File: src/rtl/port_hub_pkg.sv
package port_hub_pkg;
    typedef enum logic [1:0] {
        IRQ_IDLE    = 2'd0,
        IRQ_FRESH   = 2'd1,
        IRQ_PENDING = 2'd2
    } irq_state_t;
endpackage

File: src/rtl/port_hub_outregs.sv
module port_hub_outregs #(
    parameter int N_OUT    = 4,
    parameter int OUT_BASE = 0
) (
    input  logic               clk,
    input  logic               rst,
    input  logic [7:0]         port_addr,
    input  logic [7:0]         wr_data,
    input  logic               wr_stb,
    output logic [N_OUT*8-1:0] out_regs
);
    logic [N_OUT-1:0][7:0] regs_q;

    for (genvar i = 0; i < N_OUT; i++) begin : g_reg
        localparam logic [7:0] ADDR = 8'(OUT_BASE + i);
        always_ff @(posedge clk) begin
            if (rst)
                regs_q[i] <= '0;
            else if (wr_stb && port_addr == ADDR)
                regs_q[i] <= wr_data;
        end
        assign out_regs[i*8 +: 8] = regs_q[i];
    end

    // registers hold whenever no write strobe is present
    p_hold_no_write_r3: assert property (@(posedge clk) disable iff (rst)
        !wr_stb |=> $stable(out_regs));
endmodule

File: src/rtl/port_hub_status.sv
module port_hub_status #(
    parameter int N_EVT     = 4,
    parameter int STAT_ADDR = 32
) (
    input  logic             clk,
    input  logic             rst,
    input  logic [7:0]       port_addr,
    input  logic             rd_stb,
    input  logic [N_EVT-1:0] evt_in,
    output logic [N_EVT-1:0] status
);
    localparam logic [7:0] SADDR = 8'(STAT_ADDR);

    logic clr_read;
    assign clr_read = rd_stb && (port_addr == SADDR);

    always_ff @(posedge clk) begin
        if (rst)
            status <= '0;
        else if (clr_read)
            status <= evt_in;
        else
            status <= status | evt_in;
    end

    // every event seen at an edge is present in the status afterwards
    p_event_sticks_r6: assert property (@(posedge clk) disable iff (rst)
        1'b1 |=> ((status & $past(evt_in)) == $past(evt_in)));
    // a read with no simultaneous event empties the status
    p_read_clears_r7: assert property (@(posedge clk) disable iff (rst)
        (clr_read && evt_in == '0) |=> (status == '0));
endmodule

File: src/rtl/port_hub_irq.sv
module port_hub_irq
    import port_hub_pkg::*;
(
    input  logic clk,
    input  logic rst,
    input  logic evt_any,
    input  logic irq_ack,
    output logic irq
);
    irq_state_t state_q, state_d;

    always_ff @(posedge clk) begin
        if (rst) state_q <= IRQ_IDLE;
        else     state_q <= state_d;
    end

    always_comb begin
        state_d = state_q;
        unique case (state_q)
            IRQ_IDLE:    if (evt_any) state_d = IRQ_FRESH;
            IRQ_FRESH:   state_d = IRQ_PENDING;
            IRQ_PENDING: if (irq_ack && !evt_any) state_d = IRQ_IDLE;
            default:     state_d = IRQ_IDLE;
        endcase
    end

    always_comb begin
        irq = (state_q != IRQ_IDLE);
    end

    // a fresh request lasts at least two cycles
    p_min_two_cycles_r8: assert property (@(posedge clk) disable iff (rst)
        $rose(irq) |=> irq);
    // a falling request was acknowledged in the previous cycle
    p_fall_needs_ack_r9: assert property (@(posedge clk) disable iff (rst)
        $fell(irq) |-> $past(irq_ack));
    // an event while pending keeps the request up
    p_event_keeps_r10: assert property (@(posedge clk) disable iff (rst)
        (irq && evt_any) |=> irq);
    // a matured request with ack and no event drops
    p_ack_clears_r9: assert property (@(posedge clk) disable iff (rst)
        (irq && $past(irq) && irq_ack && !evt_any) |=> !irq);
endmodule

File: src/rtl/port_hub.sv
module port_hub #(
    parameter int N_OUT     = 4,
    parameter int N_IN      = 2,
    parameter int N_EVT     = 4,
    parameter int OUT_BASE  = 0,
    parameter int IN_BASE   = 16,
    parameter int STAT_ADDR = 32
) (
    input  logic               clk,
    input  logic               rst,
    input  logic [7:0]         port_addr,
    input  logic [7:0]         wr_data,
    input  logic               wr_stb,
    input  logic               rd_stb,
    input  logic [N_IN*8-1:0]  ext_in,
    input  logic [N_EVT-1:0]   evt_in,
    input  logic               irq_ack,
    output logic [7:0]         rd_data,
    output logic [N_OUT*8-1:0] out_regs,
    output logic               irq
);
    logic [N_EVT-1:0] status;

    port_hub_outregs #(.N_OUT(N_OUT), .OUT_BASE(OUT_BASE)) u_outregs (
        .clk(clk), .rst(rst), .port_addr(port_addr), .wr_data(wr_data),
        .wr_stb(wr_stb), .out_regs(out_regs)
    );

    port_hub_status #(.N_EVT(N_EVT), .STAT_ADDR(STAT_ADDR)) u_status (
        .clk(clk), .rst(rst), .port_addr(port_addr), .rd_stb(rd_stb),
        .evt_in(evt_in), .status(status)
    );

    port_hub_irq u_irq (
        .clk(clk), .rst(rst), .evt_any(|evt_in), .irq_ack(irq_ack), .irq(irq)
    );

    // read selection, settled before the read strobe
    always_comb begin
        rd_data = 8'h00;
        for (int i = 0; i < N_OUT; i++)
            if (port_addr == 8'(OUT_BASE + i)) rd_data = out_regs[i*8 +: 8];
        for (int j = 0; j < N_IN; j++)
            if (port_addr == 8'(IN_BASE + j)) rd_data = ext_in[j*8 +: 8];
        if (port_addr == 8'(STAT_ADDR)) rd_data = 8'(status);
    end
endmodule

File: config.mk
export PLATFORM = sky130hd
export DESIGN_NAME = port_hub
export DESIGN_NICKNAME = d
export VERILOG_FILES = /design/src/rtl/port_hub_pkg.sv /design/src/rtl/port_hub_outregs.sv /design/src/rtl/port_hub_status.sv /design/src/rtl/port_hub_irq.sv /design/src/rtl/port_hub.sv
export SDC_FILE = /design/constraint.sdc
export NUM_CORES = 1
export LEC_CHECK = 0
export BUFFER_PORTS_ARGS = -buffer_cell sky130_fd_sc_hd__buf_2
export CORE_AREA = 2 2 74 76
export CTS_CLUSTER_DIAMETER = 80
export DETAILED_ROUTE_END_ITERATION = 6
export DIE_AREA = 0 0 76 78
export PLACE_DENSITY_LB_ADDON = 0.2
export SYNTH_ARGS = -nofsm -noshare
export SYNTH_HDL_FRONTEND = slang
export SYNTH_HIERARCHICAL = 1
export SYNTH_SLANG_ARGS = --single-unit
export TNS_END_PERCENT = 10
File: constraint.sdc
create_clock -name clk -period 1.15 [get_ports clk]
set_input_delay 0.23 -clock clk [delete_from_list [all_inputs] [get_ports clk]]
set_output_delay 0.23 -clock clk [all_outputs]
set_load 0.05 [all_outputs]
==> impl_metrics.env <==
export IMPL_worst_slack_ps=-661
export IMPL_grt_pass1_vias=2513
export IMPL_coreArea_um2=5040
export IMPL_cap_violations=0
export IMPL_ios=82
export IMPL_ir_worst_vdd_mv=0.741
export IMPL_synth_distinct_cells=49
export IMPL_p_leak_nw=1.86
export IMPL_syn_area_um2=2210
export IMPL_drt_iter0_markers=180
export IMPL_cts_buffers=5
export IMPL_ctsHoldBuffers=0
export IMPL_status="finished, violations left"
export IMPL_wire_per_inst_um=18.1
export IMPL_synth_avg_cell_area_um2=10.1
export IMPL_report_final_slew_viol_count=0
export IMPL_antenna_found_initial=1
export IMPL_ys_top_cells_by_area="dfxtp_1, mux2i_1, nand2b_1"
export IMPL_postSynth_asyncResetShare_pct=0
export IMPL_period_minus_slack_ps=1810
export IMPL_ys_ff_latch=38
export IMPL_finalPower_mw=2.85
export IMPL_synth_seq_area_share_pct=34.4
export IMPL_finalCritPeriodShare_pct=157
export IMPL_yosysTopAreaCellShare_pct=34.4
export IMPL_synthFlopType="dfxtp_1"
export IMPL_grt_overflow_total=0
export IMPL_dieArea_um2=5930
export IMPL_grt_max_degree=47
export IMPL_viasPerCell=5.39
export IMPL_finalWeightedCongestion=0.867
export IMPL_htree_levels=2
export IMPL_stdcell_count=452
export IMPL_drive_above_1_share_pct=68.8
export IMPL_fp_dieH_um=78
export IMPL_rows=26
export IMPL_fin_util_pct=81.8
export IMPL_preCtsSetupSlack_ps=-638
export IMPL_cts_root_buf="clkbuf_8"
export IMPL_clock_sinks=38
export IMPL_cp_end_kind="primary output"
export IMPL_grt_pass1_wl_um=12100
export IMPL_portBuffers=81
export IMPL_worst_skew_pair_late_latency_ps=290
export IMPL_setup_tns_ps=-6900
export IMPL_syn_num_nets=260
export IMPL_slew_headroom_pct=68.2
export IMPL_vias=2435
export IMPL_tightest_slew_ps=473
export IMPL_cts_tree="yes"
export IMPL_hold_class="primary input to flip-flop"
export IMPL_synthToLayoutAreaGrowth_pct=86.6
export IMPL_cts_buffer_depth=2
export IMPL_final_hold_violation_count=0
export IMPL_ant_nets=0
export IMPL_power_density_nw_per_um2=692
export IMPL_fin_nets=422
export IMPL_crit_arrival_ps=1580
export IMPL_max_freq_mhz=552
export IMPL_synthTopCellsByCount="nand2b_1, mux2i_1, dfxtp_1"
export IMPL_yosysMostFrequentCell="nand2b_1"
export IMPL_rsz0062_at_grt="true"
export IMPL_synth_top_area_cell="dfxtp_1"
export IMPL_dp_final_hpwl_um=5120
export IMPL_required_ps=920
export IMPL_crit_fanout=2
export IMPL_dp_cells=437
export IMPL_finalSetupViolCount=43
export IMPL_crit_path_start_kind="flip-flop"
export IMPL_clk_transition_reported_paths_ps=70
export IMPL_drt_total_wl_um=8170
export IMPL_route_detailed_drc=0
export IMPL_synthCells=219
export IMPL_first_pass_iters=4
export IMPL_fin_skew_ps=0.0329
export IMPL_dieWidth_um=76
export IMPL_violations="negative setup slack"
export IMPL_synth_edf_count=0
export IMPL_grtUsageTotal_pct=25.5
export IMPL_critPathKind="flip-flop to primary output"
export IMPL_ys_warn_count=6
export IMPL_start_util_pct=43.8
[final cells by class]
cell class,instances,area [um^2]
multi-input combinational,169,1680
timing repair buffer,165,1460
fill,280,920
sequential,38,812
tap,70,87.6
clock buffer,6,72.6
inverter,2,7.51
clock inverter,1,6.26
antenna,1,2.50
[cells by family after synthesis]
kind of cell	count (synthesis)	synth area share, %
and+or+nand+nor	86	27.6
muxes	44	22.0
AOI/OAI and AO/OA	39	12.2
DFF	38	34.4
buffers and inverters	12	3.79
[flip-flops by register name, summed over array words and instances, names as in the netlist]
name and count:
u_irq/state_q 2, u_outregs/out_regs 32, u_status/status 4
[worst max-delay path, cell delays in order (launching register included)]
cell and delay (ps):
dfxtp_4 340, mux4_2 480, a32oi_2 220, o22ai_4 90, buf_6 160
[final timing paths]
path / from / to / slack (ps) / depth (start not counted)
setup / recovery: u_outregs/out_regs[28] / rd_data[4] / -660 / 4
hold / removal: irq_ack / u_irq/state_q[1] / 270 / 4
setup reg to reg: u_outregs/out_regs[23] / u_outregs/out_regs[23] / 310 / 4
hold reg to reg: u_irq/state_q[0] / u_irq/state_q[1] / 500 / 2
[power by group]
group / switching (mW) / internal, mW / total [mW] / leakage, nW
Sequential: 0.0115 / 1.33 / 1.34 / 0.326
Combinational: 0.304 / 0.316 / 0.621 / 1.50
Clock: 0.475 / 0.418 / 0.893 / 0.0416
Total: 0.791 / 2.06 / 2.85 / 1.86
[placed cells by master, fill, tap and decap left out, drive strengths merged, types with 6 or more instances in the layout]
| master | count |
|---|---|
| dfxtp | 38 |
| o22ai | 11 |
| nand2b | 45 |
| buf | 165 |
| nor2 | 8 |
| mux2i | 41 |
| clkbuf | 6 |
| a21oi | 7 |
| nor4 | 6 |
[per-stage QoR]
stage          hold slack, ps  area (um^2)
6_report                  270         4120
5_1_grt                   270         4120
4_1_cts                   263         3960
3_5_place_dp              484         3370
3_3_place_gp              471         3370
2_1_floorplan             299         2360
[metal layers]
metal / wire, um / share of wire, % / vias up / track usage, %
met5: 0 / 0 / - / 0
met4: 248 / 3.0 / 0 / 9.64
met3: 375 / 4.6 / 25 / 5.23
met2: 4280 / 52 / 99 / 46.2
met1: 3270 / 40 / 1172 / 29.7
li1: - / - / 1139 / -
[timing repair]
action                     CTS  global route
setup endpoints to repair   73            62
pin swaps                   12             8
gates resized for setup    130            37
setup buffers                3             4
No activity file was read; power rests on OpenSTA's default activity.
